File: config.mk
export PLATFORM = sky130hd
export DESIGN_NAME = i2c_xfer_seq
export DESIGN_NICKNAME = d
export VERILOG_FILES = /design/src/rtl/i2c_seq_pkg.sv /design/src/rtl/i2c_seq_cmd.sv /design/src/rtl/i2c_seq_cnt.sv /design/src/rtl/i2c_seq_busif.sv /design/src/rtl/i2c_xfer_seq.sv
export SDC_FILE = /design/constraint.sdc
export NUM_CORES = 1
export LEC_CHECK = 0
export CORE_UTILIZATION = 47
export DETAILED_ROUTE_END_ITERATION = 12
export GPL_TIMING_DRIVEN = 0
export PLACE_DENSITY_LB_ADDON = 0.08
export SYNTH_ARGS = -nofsm -noshare
export SYNTH_HDL_FRONTEND = slang
export SYNTH_SLANG_ARGS = --single-unit
File: constraint.sdc
create_clock -name clk_i -period 2.53 [get_ports clk_i]
set_clock_uncertainty 0.1 [all_clocks]
set_input_delay 0.506 -clock clk_i [delete_from_list [all_inputs] [get_ports clk_i]]
set_output_delay 0.506 -clock clk_i [all_outputs]
set_load 0.05 [all_outputs]
File: src/rtl/i2c_seq_pkg.sv
package i2c_seq_pkg;

  localparam int CMD_W = 16;

  typedef enum logic [2:0] {
    OP_NONE   = 3'd0,
    OP_START  = 3'd1,
    OP_RSTART = 3'd2,
    OP_WRITE  = 3'd3,
    OP_READ   = 3'd4,
    OP_STOP   = 3'd5
  } bus_op_e;

  typedef enum logic [3:0] {
    ST_IDLE, ST_START, ST_NEXT, ST_FETCH, ST_WRITE,
    ST_READ, ST_RSTART, ST_STOP, ST_END
  } seq_state_e;

  typedef enum logic [1:0] {PH_ADDR, PH_RADDR, PH_DATA} phase_e;

  typedef struct packed {
    logic [2:0] alen;
    logic [2:0] ralen;
    logic       rs_en;
    logic       dc_en;
    logic       nack_last;
    logic       stop_en;
  } seq_cfg_t;

  function automatic logic cmd_ok(logic [CMD_W-1:0] c);
    return c[15] && c[11] && c[0] && (c[14:12] == 3'b000);
  endfunction

  function automatic seq_cfg_t cmd_decode(logic [CMD_W-1:0] c);
    seq_cfg_t r;
    r.alen      = c[3:1];
    r.rs_en     = c[4];
    r.ralen     = c[7:5];
    r.dc_en     = c[8];
    r.nack_last = c[9];
    r.stop_en   = c[10];
    return r;
  endfunction

endpackage

File: src/rtl/i2c_seq_cmd.sv
module i2c_seq_cmd
  import i2c_seq_pkg::*;
#(
  parameter int DCNT_W = 8
) (
  input  logic              clk_i,
  input  logic              rst_ni,
  input  logic              idle_i,
  input  logic              cmd_valid_i,
  input  logic [CMD_W-1:0]  cmd_i,
  input  logic [DCNT_W-1:0] dcnt_i,
  input  logic              ign_nack_i,
  output logic              start_o,
  output seq_cfg_t          cfg_o,
  output logic [DCNT_W-1:0] dcnt_o,
  output logic              ign_o
);

  assign start_o = idle_i && cmd_valid_i && cmd_ok(cmd_i);

  always_ff @(posedge clk_i or negedge rst_ni) begin
    if (!rst_ni) begin
      cfg_o  <= '0;
      dcnt_o <= '0;
      ign_o  <= 1'b0;
    end else if (start_o) begin
      cfg_o  <= cmd_decode(cmd_i);
      dcnt_o <= dcnt_i;
      ign_o  <= ign_nack_i;
    end
  end

endmodule

File: src/rtl/i2c_seq_cnt.sv
module i2c_seq_cnt #(
  parameter int W = 8
) (
  input  logic         clk_i,
  input  logic         rst_ni,
  input  logic         load_i,
  input  logic [W-1:0] load_val_i,
  input  logic         dec_i,
  output logic         zero_o,
  output logic         one_o
);

  logic [W-1:0] cnt_q;

  always_ff @(posedge clk_i or negedge rst_ni) begin
    if (!rst_ni)     cnt_q <= '0;
    else if (load_i) cnt_q <= load_val_i;
    else if (dec_i)  cnt_q <= cnt_q - 1'b1;
  end

  assign zero_o = (cnt_q == '0);
  assign one_o  = (cnt_q == W'(1));

  // a byte is never counted past the end of its phase
  a_r5_no_underflow: assert property (@(posedge clk_i) disable iff (!rst_ni)
    dec_i |-> !zero_o);

endmodule

File: src/rtl/i2c_seq_busif.sv
module i2c_seq_busif
  import i2c_seq_pkg::*;
(
  input  logic       clk_i,
  input  logic       rst_ni,
  input  seq_state_e st_i,
  input  logic       pop_i,
  input  logic [7:0] tx_data_i,
  input  logic       nack_last_i,
  input  logic       last_i,
  input  logic       bus_done_i,
  output logic       bus_req_o,
  output logic [2:0] bus_op_o,
  output logic [7:0] bus_wdata_o,
  output logic       bus_ack_o
);

  bus_op_e op;

  always_comb begin
    unique case (st_i)
      ST_START:  op = OP_START;
      ST_RSTART: op = OP_RSTART;
      ST_WRITE:  op = OP_WRITE;
      ST_READ:   op = OP_READ;
      ST_STOP:   op = OP_STOP;
      default:   op = OP_NONE;
    endcase
  end

  assign bus_op_o  = op;
  assign bus_req_o = (op != OP_NONE);
  assign bus_ack_o = !(nack_last_i && last_i);

  always_ff @(posedge clk_i or negedge rst_ni) begin
    if (!rst_ni)    bus_wdata_o <= 8'h00;
    else if (pop_i) bus_wdata_o <= tx_data_i;
  end

  // request held until the engine finishes it
  a_r11_req_hold: assert property (@(posedge clk_i) disable iff (!rst_ni)
    (bus_req_o && !bus_done_i) |=>
      (bus_req_o && $stable(bus_op_o) && $stable(bus_wdata_o) && $stable(bus_ack_o)));

  // no new byte taken while a request is outstanding
  a_r10_pop_no_req: assert property (@(posedge clk_i) disable iff (!rst_ni)
    pop_i |-> !bus_req_o);

endmodule

File: src/rtl/i2c_xfer_seq.sv
module i2c_xfer_seq
  import i2c_seq_pkg::*;
#(
  parameter int DCNT_W = 8
) (
  input  logic              clk_i,
  input  logic              rst_ni,
  input  logic              cmd_valid_i,
  input  logic [15:0]       cmd_i,
  input  logic [DCNT_W-1:0] dcnt_i,
  input  logic              ign_nack_i,
  input  logic              abort_i,
  input  logic [7:0]        tx_data_i,
  input  logic              tx_empty_i,
  output logic              tx_pop_o,
  output logic [7:0]        rx_data_o,
  output logic              rx_push_o,
  output logic              bus_req_o,
  output logic [2:0]        bus_op_o,
  output logic [7:0]        bus_wdata_o,
  output logic              bus_ack_o,
  input  logic              bus_done_i,
  input  logic              bus_rack_i,
  input  logic [7:0]        bus_rdata_i,
  output logic              busy_o,
  output logic              done_o,
  output logic              nack_o
);

  localparam int CW   = (DCNT_W < 3) ? 3 : DCNT_W;
  localparam int PADW = CW - 3;

  seq_state_e   st_q, st_d;
  phase_e       ph_q, ph_d;
  logic         abort_q, nack_q, dir_q, first_q;
  logic         start, ign_q;
  seq_cfg_t     cfg;
  logic [DCNT_W-1:0] dcnt_q;
  logic [CW-1:0] load_val, dcnt_eff;
  logic         load, dec, zero, one, pop, nack_set, aborting;

  i2c_seq_cmd #(.DCNT_W(DCNT_W)) u_cmd (
    .clk_i, .rst_ni,
    .idle_i      (st_q == ST_IDLE),
    .cmd_valid_i, .cmd_i, .dcnt_i, .ign_nack_i,
    .start_o     (start),
    .cfg_o       (cfg),
    .dcnt_o      (dcnt_q),
    .ign_o       (ign_q)
  );

  i2c_seq_cnt #(.W(CW)) u_cnt (
    .clk_i, .rst_ni,
    .load_i     (load),
    .load_val_i (load_val),
    .dec_i      (dec),
    .zero_o     (zero),
    .one_o      (one)
  );

  i2c_seq_busif u_bus (
    .clk_i, .rst_ni,
    .st_i        (st_q),
    .pop_i       (pop),
    .tx_data_i,
    .nack_last_i (cfg.nack_last),
    .last_i      (one),
    .bus_done_i,
    .bus_req_o, .bus_op_o, .bus_wdata_o, .bus_ack_o
  );

  assign aborting = abort_q || abort_i;
  assign pop      = (st_q == ST_FETCH) && !tx_empty_i && !aborting;
  assign dcnt_eff = cfg.dc_en ? CW'(dcnt_q) : '0;

  always_comb begin
    st_d     = st_q;
    ph_d     = ph_q;
    load     = 1'b0;
    load_val = '0;
    dec      = 1'b0;
    nack_set = 1'b0;
    unique case (st_q)
      ST_IDLE: if (start) st_d = ST_START;
      ST_START: if (bus_done_i) begin
        if (aborting) st_d = ST_STOP;
        else begin
          ph_d = PH_ADDR; load = 1'b1; load_val = {{PADW{1'b0}}, cfg.alen}; st_d = ST_NEXT;
        end
      end
      ST_NEXT: begin
        if (aborting) st_d = ST_STOP;
        else if (!zero) st_d = (ph_q == PH_DATA && dir_q) ? ST_READ : ST_FETCH;
        else begin
          unique case (ph_q)
            PH_ADDR: if (cfg.rs_en) st_d = ST_RSTART;
                     else begin ph_d = PH_DATA; load = 1'b1; load_val = dcnt_eff; end
            PH_RADDR: begin ph_d = PH_DATA; load = 1'b1; load_val = dcnt_eff; end
            default: st_d = cfg.stop_en ? ST_STOP : ST_END;
          endcase
        end
      end
      ST_FETCH: begin
        if (aborting) st_d = ST_STOP;
        else if (!tx_empty_i) st_d = ST_WRITE;
      end
      ST_WRITE: if (bus_done_i) begin
        dec = 1'b1;
        if (aborting) st_d = ST_STOP;
        else if (!bus_rack_i && !ign_q) begin nack_set = 1'b1; st_d = ST_STOP; end
        else st_d = ST_NEXT;
      end
      ST_READ: if (bus_done_i) begin
        dec  = 1'b1;
        st_d = aborting ? ST_STOP : ST_NEXT;
      end
      ST_RSTART: if (bus_done_i) begin
        if (aborting) st_d = ST_STOP;
        else begin
          ph_d = PH_RADDR; load = 1'b1; load_val = {{PADW{1'b0}}, cfg.ralen}; st_d = ST_NEXT;
        end
      end
      ST_STOP: if (bus_done_i) st_d = ST_END;
      default: st_d = ST_IDLE;
    endcase
  end

  always_ff @(posedge clk_i or negedge rst_ni) begin
    if (!rst_ni) begin
      st_q    <= ST_IDLE;
      ph_q    <= PH_ADDR;
      abort_q <= 1'b0;
      nack_q  <= 1'b0;
      dir_q   <= 1'b0;
      first_q <= 1'b0;
    end else begin
      st_q <= st_d;
      ph_q <= ph_d;
      if (start) begin
        abort_q <= 1'b0;
        nack_q  <= 1'b0;
        dir_q   <= 1'b0;
      end else begin
        if (abort_i && st_q != ST_IDLE) abort_q <= 1'b1;
        if (nack_set) nack_q <= 1'b1;
        // direction follows bit 0 of the first byte of each address group
        if (pop && first_q && ph_q != PH_DATA) dir_q <= tx_data_i[0];
      end
      if (load)     first_q <= (ph_d != PH_DATA);
      else if (pop) first_q <= 1'b0;
    end
  end

  assign tx_pop_o  = pop;
  assign rx_push_o = (st_q == ST_READ) && bus_done_i;
  assign rx_data_o = bus_rdata_i;
  assign busy_o    = (st_q != ST_IDLE);
  assign done_o    = (st_q == ST_END) && !nack_q && !abort_q;
  assign nack_o    = (st_q == ST_END) && nack_q && !abort_q;

  // nothing reaches the bus or the FIFO while idle
  a_r1_idle_quiet: assert property (@(posedge clk_i) disable iff (!rst_ni)
    !busy_o |-> (!bus_req_o && !tx_pop_o && !rx_push_o));
  // never pop an empty FIFO
  a_r10_pop_nonempty: assert property (@(posedge clk_i) disable iff (!rst_ni)
    tx_pop_o |-> !tx_empty_i);
  // end pulses exclusive and single-cycle
  a_r13_end_excl: assert property (@(posedge clk_i) disable iff (!rst_ni)
    !(done_o && nack_o));
  a_r13_done_pulse: assert property (@(posedge clk_i) disable iff (!rst_ni)
    done_o |=> !done_o);
  a_r13_nack_pulse: assert property (@(posedge clk_i) disable iff (!rst_ni)
    nack_o |=> !nack_o);
  // an abort suppresses any later end report
  a_r12_abort_silent: assert property (@(posedge clk_i) disable iff (!rst_ni)
    (abort_i && busy_o) |=> (!done_o && !nack_o));
  // received bytes only come from read operations
  a_r5_push_on_read: assert property (@(posedge clk_i) disable iff (!rst_ni)
    rx_push_o |-> (bus_op_o == 3'd4));

endmodule

* Word-level counts from Yosys, hierarchy flattened
Cells that the tools add are included.
** Cells by class
- $add $sub $neg :: 1
- Equality and inequality tests :: 20
- Multiplexer cells :: 59
- Reduce and logical (&&, ||, !) cells :: 41
** Operator list (number)
- 8-bit 2-to-1 mux :: 6
- 4-bit 2-to-1 mux :: 10
- 3-bit 2-to-1 mux :: 8
- 4-bit one-hot mux with 6 select lines :: 1
- 8-bit one-hot mux with 3 select lines :: 1
- 1-bit 2-to-1 mux :: 19
- 1-bit logical AND :: 18
- 4-bit by 3-bit equality test with 1-bit output, second input constant :: 4
- 8-bit one-hot mux with 2 select lines :: 1
- 3-bit one-hot mux with 5 select lines :: 1
- 2-bit 2-to-1 mux :: 7
- 2-bit inequality test, second input constant :: 5
- 2-bit nonzero test :: 5
- 4-bit by 2-bit equality test with 1-bit output, second input constant :: 2
- 8-bit by 1-bit equality test with 1-bit output, second input constant :: 1
- 8-bit logical NOT :: 1
- 4-bit one-hot mux with 2 select lines :: 1
- 8-bit by 1-bit subtractor with 8-bit output, second input constant :: 1
- 1-bit logical NOT :: 7
- 7-bit AND reduction :: 1
- 2-bit one-hot mux with 3 select lines :: 1
- 5-bit by 4-bit inequality test with 1-bit output, second input constant :: 1
- 4-bit by 1-bit equality test with 1-bit output, second input constant :: 1
- 4-bit equality test, second input constant :: 1
- other kinds (15) :: 17
** Word-level totals
- Input bits :: 48
- Output and inout port bits :: 26
- Register bits after elaboration :: 45

* Depth between registers and ports, before layout
Gate-level depths: netlist of the first run.
- Depth in word-level cells :: 8
- Depth in mapped cells :: 8
- Mapped depth without buffers :: 7

* Cells and area by module
Synthesis of the first run repeated with hierarchy kept, for this count alone.
** Second synthesis, totals
- Cells, all modules :: 243
- Area, all modules :: 2513.7 sq um
** Modules (own cells, without submodules)
- i2c_xfer_seq :: instances 1, area an instance 942.2 sq um, cells each 120
- i2c_seq_cmd :: instances 1, area an instance 737.0 sq um, cells each 43
- i2c_seq_cnt :: instances 1, area an instance 475.5 sq um, cells each 53
- i2c_seq_busif :: instances 1, area an instance 359.1 sq um, cells each 27

* Worst setup path before layout of the first run
OpenSTA, ideal clock, no wires.
- Kind :: input to output
- Start :: input abort_i
- End :: output tx_pop_o
- Path slack :: -669 ps
- Required time :: 1924 ps
- Data arrival time :: 2593 ps
- Stages :: 2
- Cell sequence :: or3b_1 -> nor4b_1
** On the way
- Longest elaborated chain between the ends :: 3
** RTL lines
- start: declaration :: RTL line i2c_xfer_seq.sv:12 : input logic abort_i,
- 1-bit logical OR :: RTL line i2c_xfer_seq.sv:72 : assign aborting = abort_q || abort_i;
- 1-bit logical NOT :: RTL line i2c_xfer_seq.sv:73 : assign pop = (st_q == ST_FETCH) && !tx_empty_i && !aborting;
- 1-bit logical AND :: RTL line i2c_xfer_seq.sv:73
- end: declaration :: RTL line i2c_xfer_seq.sv:15 : output logic tx_pop_o,
No other way between the ends.

* Worst setup path in the final report of the first run
- Start :: input bus_done_i
- End :: output rx_push_o
** On the way
- Longest elaborated chain between the ends :: 1
** RTL lines
- start: declaration :: RTL line i2c_xfer_seq.sv:22 : input logic bus_done_i,
- 1-bit logical AND :: RTL line i2c_xfer_seq.sv:155 : assign rx_push_o = (st_q == ST_READ) && bus_done_i;
- end: declaration :: RTL line i2c_xfer_seq.sv:17 : output logic rx_push_o,
No other way between the ends.

==> key figures, run 1 <==
Global route
  • All-Layer GR Usage: 21.5%
  • Global Route met3 Usage: 4.17%
  • Initial antenna violation count: 0
  • Largest net degree at the start of global routing: 33
  • First-pass GRT wire length: 10,100 um
  • Met1 track demand over resource: 29.8%
  • Most used routing layer: met2
  • Vias in the first global route: 2,075
  • M2 GR Usage: 34.1%
  • Gr ovfl total: 0

Synth
  • Post-synthesis cell area: 2640 sq um
  • Post-synthesis mux area share: 13.5%
  • Post-synth EDFFs: 0
  • #FFs+latches synth: 45
  • Ys flop type: dfrtp_1
  • Syn. warnings: 0
  • Most common cell in the netlist: dfrtp_1
  • Synth top area share: 42.7%
  • Mean Syn Cell Area: 10.6 sq um
  • Synth unique cells: 60
  • Ys async rst share: 100%
  • Syn_nets: 299
  • Compound-gate portion of the synthesized area: 13.8%
  • Synth top area cells: dfrtp_1 43%, mux2_2 8.5%, mux2_4 4.6%
  • Seq/Total Area, Yosys: 42.7%
  • Adder-Cell Fraction of Synth Area: 1.42%
  • Post-synth top area cell: dfrtp_1
  • Synth top cells by count: 45 x dfrtp_1, 20 x mux2_2, 15 x nor2_1
  • Cells after Synth: 248
  • XOR/XNOR share of the synthesized area: 1.33%
  • Simple-Gate Fraction of Synth Area: 20.8%
  • Largest family of logic cells by synthesized area: simple AND/OR/NAND/NOR gates

Power
  • Reg power frac: 34.2%
  • Leakage Power: 1.54 nW
  • Worst IR Drop VDD: 0.510 mV
  • Clock power frac: 17.9%
  • Sw Share: 41.7%
  • Internal: 0.00170 W
  • Switching power: 0.00122 W
  • Combinational share of power: 47.9%
  • Design Power: 0.00292 W
  • Pwr/cell area: 840 nW/um^2

Worst setup path
  • Slowest cell delay on critical path: 0.55 ns
  • CP Max Fanout: 13
  • CP cell instances: clkdlybuf4s50_1 > and4bb_4 > and2_1 > buf_2
  • CP Class: in -> out
  • Worst EP arrival: 1.84 ns
  • Crit start category: input port
  • CP max-delay cell: clkdlybuf4s50_1
  • WP data required: 1.92 ns
  • CP endpoint kind: output pin

Placed design
  • Routability cong.: 0.908
  • IO Port Bufs: 65
  • DP Wirelength: 4450 um
  • Dpl cell area: 3390 sq um

Final layout
  • # fillers: 457
  • Post-layout net count: 371
  • Design area: 3480 sq um
  • Share of layout cells above drive strength 1: 25.3%
  • Synthesis-to-finish area growth: 32.1%
  • Antenna diode count: 0

Routing
  • DRC errors left: 0
  • Detail Route Antenna Nets: 0
  • Via count: 2,179
  • Initial DRC count: 157
  • Average wire per cell in the routed design: 15.6 um
  • Routed WL: 6080 um
  • DR pass1 iterations: 4
  • DR vias/cell: 5.59

STA
  • Final hold violation count: 0
  • RSZ-0062 raised after global routing: no
  • Fmax: 409 MHz
  • Pins Over Slew Limit: 0
  • Minimum clock period: 2.44 ns
  • Fin crit share: 96.6%
  • Slew HR: 64.2%
  • Final setup fails: 0
  • Slew of the pin with the lowest slew margin: 0.534 ns

Floorplanning
  • Initial Utilization: 50.3%
  • Area of the core: 5240 sq um
  • I/O Pins: 74
  • Die ar.: 5910 sq um
  • Horiz. Die Dim: 76.9 um
  • Core Rows: 26
  • Die H: 76.9 um

Clocking
  • CTS Buffer Depth: 2
  • Root Driver: clkbuf_8
  • Num CTS Buffers: 5
  • CTS tree: done
  • Clk sink count: 45
  • Clock Latency Late Sink: 0.29 ns
  • Clock slew at reported path FFs: 0.08 ns
  • CTS H-tree depth: 2

Job
  • Max_cap viols: 0

Outcome
  • Outcome: finished clean

Worst hold path
  • Hold Crit Class: in -> async
-- cells in the final DEF, fill, tap and decap left out, drive strengths merged, types with 3 or more instances in the layout --
cell / count
a21oi: 13
a22o: 4
and2: 3
and3: 4
buf: 23
clkbuf: 9
clkdlybuf4s50: 53
dfrtp: 45
dlygate4sd2: 4
ha: 3
inv: 8
mux2: 28
nand2: 13
nand2b: 3
nand3: 9
nand3b: 4
nand4: 3
nor2: 18
nor3: 13
nor3b: 3
nor4b: 4
o21ai: 10
-- sequential cells by signal, indices dropped and copies added (netlist names), 2 cells and up --
| register | cells |
|---|---|
| u_cmd.cfg_o | 10 |
| st_q | 4 |
| ph_q | 2 |
| u_cnt.cnt_q | 8 |
| u_cmd.dcnt_o | 8 |
| u_bus.bus_wdata_o | 8 |
-- timing repair --
action / in CTS / in global routing
resized for setup: 35 / 13
endpoints found under the setup margin: 11 / 7
setup buffers: 0 / 0
hold buffers: 0 / 0
-- layer usage --
metal / routed length [um] / up-vias / part of all wire [%]
met5: 0 / - / 0
met4: 45 / 0 / 0.74
met3: 333 / 6 / 5.5
met2: 2840 / 60 / 47
met1: 2860 / 1059 / 47
li1: - / 1054 / -
-- cell families (layout without fill, tap and decap cells) --
| logic type | after synthesis | in the layout |
|---|---|---|
| adders and majority gates | 3 | 3 |
| DFF | 45 | 45 |
| xor gates and xnor gates | 4 | 4 |
| and+or+nand+nor | 89 | 89 |
| AOI/OAI and AO/OA | 51 | 51 |
| buffers and inverters | 27 | 99 |
| muxes | 29 | 29 |
-- critical path, delay by kind of cell --
kind / cells / cell delay (ns)
buffers and inverters: 2 / 0.81
and+or+nand+nor: 2 / 0.51
-- path summary, 6_finish.rpt --
kind / start / end / slack (ns) / cells after the start
min in group clk_i: u_cmd.dcnt_o[6]$_DFFE_PN0P_ / u_cnt.cnt_q[6]$_DFFE_PN0P_ / 0.40 / 2
setup reg to reg: u_cnt.cnt_q[0]$_DFFE_PN0P_ / st_q[0]$_DFFE_PN0P_ / 0.18 / 7
hold reg to reg: u_cmd.dcnt_o[6]$_DFFE_PN0P_ / u_cnt.cnt_q[6]$_DFFE_PN0P_ / 0.40 / 2
setup / recovery: bus_done_i / rx_push_o / 0.09 / 4
max in group asynchronous: rst_ni / u_cnt.cnt_q[2]$_DFFE_PN0P_ / 1.84 / 2
hold / removal: rst_ni / u_cmd.ign_o$_DFFE_PN0P_ / 0.008 / 1
-- through the flow --
step | utilization, % | hold slack, ns | setup WS, ns | TNS [ns] | instances
after floorplan | - | 0.110 | 0.0144 | 0 | 248
after global placement | 64.5 | 0.381 | -0.768 | -24.13 | 383
after detailed placement | 64.8 | 0.332 | -0.744 | -4.19 | 384
after CTS | 66.8 | 0.0111 | 0.00353 | 0 | 390
after global routing | 66.5 | 0.0330 | 0.00855 | 0 | 390
final | 66.5 | 0.00800 | 0.0851 | 0 | 390
-- area by class of cell --
cell class	instances	area, sq um	share of cell area (%)
multi-input combinational	176	1370	39.2
sequential	45	1130	32.4
timing repair buffer	66	628	18.0
buffer	18	140	4.03
tap	70	87.6	2.52
clock buffer	5	68.8	1.98
clock inverter	2	35.0	1.01
inverter	8	30.0	0.863
-- power groups by stage --
stage                     clock, W  sequential [W]  combinational (W)
after floorplan                  0         0.00100           0.000997
after global placement           0        0.000998            0.00140
after detailed placement         0        0.000999            0.00142
after CTS                 0.000534        0.000988            0.00141
after global routing      0.000560         0.00102            0.00152
final                     0.000522         0.00100            0.00140
Note: power is estimated with default switching activity, not from simulation.
==> run 2: changes to the inputs <==
- PLACE_DENSITY: unset -> 0.84
- PLACE_DENSITY_LB_ADDON: 0.08 -> unset
==> run 2 against run 1 <==
  * Sequential cell count stayed put
  * Sequential share of layout area is 0.14 points higher
  * Global-route usage hardly changed
  * Critical endpoint is now bus_req_o
  * Largest cell class unchanged
==> key figures, run 2 (synthesis results as in run 1) <==
Worst setup path
  • Slowest cell delay on critical path: 0.74 ns
  • Worst EP arrival: 1.84 ns
  • CP Class: reg -> out
  • Crit-path leading delay family: simple AND/OR/NAND/NOR gates
  • Reg2reg end: st_q[1]$_DFFE_PN0P_
  • CP endpoint kind: output pin
  • WP data required: 1.92 ns
  • WP buf/inv: 1
  • CP max-delay cell: or4b_2
  • CP Max Fanout: 8
  • Reg2Reg Depth: 5
  • CP cell instances: or4b_2 > nand2_1 > buf_2
  • Internal reg-to-reg setup slack: 0.32 ns
  • Worst R2R Start: st_q[1]$_DFFE_PN0P_
  • Crit start category: flop

Floorplanning
  • Die H: 76.9 um
  • Area of the core: 5240 sq um
  • Die ar.: 5910 sq um
  • I/O Pins: 74
  • Initial Utilization: 50.3%
  • Horiz. Die Dim: 76.9 um
  • Core Rows: 26

Clocking
  • CTS H-tree depth: 2
  • Root Driver: clkbuf_8
  • Clock Latency Late Sink: 0.30 ns
  • Num CTS Buffers: 5
  • CTS tree: done
  • Clock slew at reported path FFs: 0.09 ns
  • CTS Buffer Depth: 2
  • Cts hold-fix bufs: 0
  • Clk sink count: 45

Outcome
  • Outcome: finished clean

STA
  • Final hold violation count: 0
  • Final WS setup: 0.0844 ns
  • RSZ-0062 raised after global routing: no
  • Pins Over Slew Limit: 0
  • Minimum clock period: 2.45 ns
  • Final setup fails: 0
  • Hold WS: 0.0366 ns
  • Slew of the pin with the lowest slew margin: 0.498 ns
  • Slew HR: 66.7%
  • Fin crit share: 96.7%
  • Fmax: 409 MHz

Final layout
  • Synthesis-to-finish area growth: 31.5%
  • Commonest non-fill, non-tap cell in the layout: clkdlybuf4s50_1
  • Most frequent cells in the layout: 53 x clkdlybuf4s50_1, 45 x dfrtp_1, 20 x mux2_2
  • Post-layout net count: 371
  • Design area: 3470 sq um
  • Share of layout cells above drive strength 1: 24.9%
  • Most flop-heavy register: u_cmd.cfg_o
  • Antenna diode count: 0
  • Largest register FFs: 10

Routing
  • Via count: 2,238
  • DR pass1 iterations: 4
  • Routed WL: 6000 um
  • Initial DRC count: 148
  • DRC errors left: 0
  • DR vias/cell: 5.72
  • Average wire per cell in the routed design: 15.3 um
  • Detail Route Antenna Nets: 0

Placed design
  • DP Wirelength: 4580 um
  • IO Port Bufs: 65
  • Dpl cell area: 3390 sq um
  • Post-place setup slack: -0.740 ns
  • Routability cong.: 0.912

Global route
  • Initial antenna violation count: 0
  • Vias in the first global route: 2,131
  • First-pass GRT wire length: 10,100 um
  • All-Layer GR Usage: 21.5%
  • Gr ovfl total: 0
  • Largest net degree at the start of global routing: 29

Power
  • Design Power: 0.00282 W
  • Pwr/cell area: 814 nW/um^2
  • Leakage Power: 1.54 nW
  • Worst IR Drop VDD: 0.420 mV

Job
  • Max_cap viols: 0

Worst hold path
  • Hold Crit Class: in -> async
[run 2: cell type report]
type,instances,area (sq um)
Multi-Input combinational cell,176,1370
Clock buffer,6,72.6
Sequential cell,45,1130
Buffer,18,140
Fill cell,427,1770
Timing Repair Buffer,66,632
Inverter,8,30.0
Tap cell,70,87.6
Clock inverter,2,10.0
[run 2: worst max path at each step]
stage                        startpoint     endpoint  slack [ns]  depth (start not counted)
finish              st_q[1]$_DFFE_PN0P_    bus_req_o        0.08                          3
global route        st_q[0]$_DFFE_PN0P_  bus_op_o[2]       0.002                          4
CTS                             abort_i     tx_pop_o       -0.11                          4
detailed placement           bus_done_i    rx_push_o       -0.74                          5
global placement             bus_done_i    rx_push_o       -0.75                          5
floorplan                       abort_i     tx_pop_o        0.01                          2
[run 2: metal layers]
layer	wire length, um	GRT usage, %	part of all wire, %
met1	2620	28.6	44
met2	2960	36.5	49
met3	368	3.93	6.1
met4	48	4.62	0.80
met5	0	0	0
[run 2: report_power, final]
part | internal, W | total (W) | switching (W)
sequential | 0.000845 | 0.000994 | 0.000148
clock | 0.000191 | 0.000418 | 0.000227
combinational | 0.000574 | 0.00141 | 0.000834
[run 2: per-stage QoR]
step	cells	TNS, ns	util (%)
floorplan	248	0	-
global placement	383	-19.26	64.5
detailed placement	384	-4.68	64.8
CTS	391	-0.172	66.3
global route	391	0	66.2
finish	391	0	66.2
[run 2: worst reg2reg max path, cell delays in order, from the launching register on]
cell and delay [ns]:
dfrtp_1 0.46, or4b_2 0.74, a21oi_1 0.24, a211oi_2 0.09, nand2_2 0.12, mux2_2 0.36
[run 2: repair_timing]
action	4_1_cts	5_1_grt
setup buffers	0	0
endpoints found under the setup margin	12	13
resized for setup	32	15
==> run 3: changes to the inputs <==
- DONT_BUFFER_PORTS: unset -> 1
- PLACE_DENSITY: 0.84 -> 0.67
==> run 3 against run 2 <==
  * Sequential cell count did not move
  * Critical endpoint is now tx_pop_o
  * First-iteration DRC count decreased by 22%
  * Clock power grew 35%
==> key figures, run 3 (synthesis results as in run 1) <==
Clocking
  • Clk sink count: 45
  • Clock Latency Late Sink: 0.30 ns
  • CTS H-tree depth: 2
  • Clock slew at reported path FFs: 0.08 ns
  • CTS Buffer Depth: 2
  • Postcts setup bufs: 0
  • Num CTS Buffers: 5
  • CTS tree: done
  • Root Driver: clkbuf_8

Final layout
  • Synthesis-to-finish area growth: 12.1%
  • Post-layout net count: 307
  • Most flop-heavy register: u_cmd.cfg_o
  • Share of layout cells above drive strength 1: 31.5%
  • Final cell count without fillers: 327
  • Design area: 2950 sq um
  • Antenna diode count: 0
  • # fillers: 466
  • Commonest non-fill, non-tap cell in the layout: dfrtp_1
  • Most frequent cells in the layout: 42 x dfrtp_1, 20 x mux2_2
  • Largest register FFs: 10

Worst setup path
  • CP max-delay cell: nor4b_4
  • CP cell instances: or3b_4 > nor4b_4
  • WP buf/inv: 0
  • CP Class: reg -> out
  • Slowest cell delay on critical path: 0.69 ns
  • Worst EP arrival: 1.88 ns
  • CP endpoint kind: output pin
  • Crit-path leading delay family: simple AND/OR/NAND/NOR gates
  • Crit start category: flop
  • WP data required: 1.92 ns
  • CP Max Fanout: 8

Placed design
  • Post-place setup slack: -0.148 ns
  • DP Wirelength: 4100 um
  • Routability cong.: 0.852
  • DP Cell Count: 318
  • Dpl cell area: 2730 sq um
  • IO Port Bufs: 0

STA
  • Slew of the pin with the lowest slew margin: 0.900 ns
  • Final WS setup: 0.0446 ns
  • Hold WS: 0.231 ns
  • Minimum clock period: 2.49 ns
  • Fmax: 402 MHz
  • Pins Over Slew Limit: 0
  • Fin crit share: 98.2%
  • Slew HR: 39.8%
  • RSZ-0062 raised after global routing: no
  • Final setup fails: 0
  • Final hold violation count: 0

Floorplanning
  • Die ar.: 5910 sq um
  • Area of the core: 5240 sq um
  • Core Rows: 26
  • Die H: 76.9 um
  • Horiz. Die Dim: 76.9 um
  • Initial Utilization: 50.3%
  • I/O Pins: 74

Global route
  • First-pass GRT wire length: 9700 um
  • All-Layer GR Usage: 20.6%
  • Gr ovfl total: 0
  • Initial antenna violation count: 0
  • Vias in the first global route: 1,947
  • Largest net degree at the start of global routing: 46

Power
  • Worst IR Drop VDD: 0.461 mV
  • Leakage Power: 1.30 nW
  • Pwr/cell area: 969 nW/um^2

Routing
  • Routed WL: 5620 um
  • DRC errors left: 0
  • Via count: 1,974
  • Detail Route Antenna Nets: 0
  • Average wire per cell in the routed design: 17.2 um
  • Initial DRC count: 116
  • DR vias/cell: 6.04
  • DR pass1 iterations: 4

Job
  • Max_cap viols: 0

Outcome
  • Outcome: finished clean

Worst hold path
  • Hold Crit Class: in -> reg
-- run 3: cell types whose count changed in the layout (fill, tap and decap cells not counted), moves of 2 or more --
cell and delta:
nor2_4 +3, clkbuf_2 -4, buf_2 -4, dlygate4sd2_1 -3, clkdlybuf4s50_1 -53, dfrtp_1 -3, clkinv_2 -2, dfrtp_2 +3
nor2_1 -3
-- run 3: worst paths after layout --
| path | depth (start not counted) | to | start | slack (ns) |
|---|---|---|---|---|
| min in group asynchronous | 2 | u_bus.bus_wdata_o[3]$_DFFE_PN0P_ | rst_ni | 0.60 |
| setup reg to reg | 5 | st_q[0]$_DFFE_PN0P_ | st_q[1]$_DFFE_PN0P_ | 0.10 |
| hold / removal | 2 | u_cmd.cfg_o[2]$_DFFE_PN0P_ | cmd_i[8] | 0.23 |
| hold reg to reg | 2 | u_cnt.cnt_q[6]$_DFFE_PN0P_ | u_cmd.dcnt_o[6]$_DFFE_PN0P_ | 0.39 |
| max in group asynchronous | 2 | abort_q$_DFFE_PN0P_ | rst_ni | 1.51 |
| setup / recovery | 2 | tx_pop_o | abort_q$_DFFE_PN0P_ | 0.04 |
-- run 3: through the flow --
stage | total power (W) | utilization [%] | setup TNS (ns)
after floorplan | 0.00200 | - | 0
after global placement | 0.00219 | 52.1 | -0.199
after detailed placement | 0.00220 | 52.1 | -0.230
after CTS | 0.00285 | 56.1 | 0
after global routing | 0.00305 | 56.4 | 0
final | 0.00286 | 56.4 | 0
-- run 3: routing by layer --
metal | up-vias | GRT usage (%) | routed length, um
met5 | - | 0 | 0
met1 | 967 | 29.1 | 2590
met3 | 5 | 4.76 | 384
li1 | 929 | - | -
met4 | 0 | 5.96 | 30
met2 | 73 | 31.3 | 2620
-- run 3: what timing repair did --
| action | 4_1_cts | 5_1_grt |
|---|---|---|
| endpoints found under the setup margin | 6 | 17 |
| hold buffers | 2 | 0 |
| hold endpoints to repair | 45 | 0 |
| gates resized for setup | 13 | 11 |
| pin swaps | 3 | 2 |
-- run 3: area by class of cell --
class,count,area [sq um],area share (%)
Multi-Input combinational cell,176,1410,47.6
Sequential cell,45,1130,38.3
Buffer,18,143,4.83
Tap cell,70,87.6,2.97
Clock buffer,6,82.6,2.80
Clock inverter,2,37.5,1.27
Timing Repair Buffer,2,37.5,1.27
Inverter,8,30.0,1.02
-- run 3: power by group --
group	total, W	internal (W)	switching [W]
Combinational	0.00125	0.000476	0.000772
Sequential	0.00105	0.000847	0.000201
Clock	0.000565	0.000321	0.000244
Total	0.00286	0.00164	0.00122
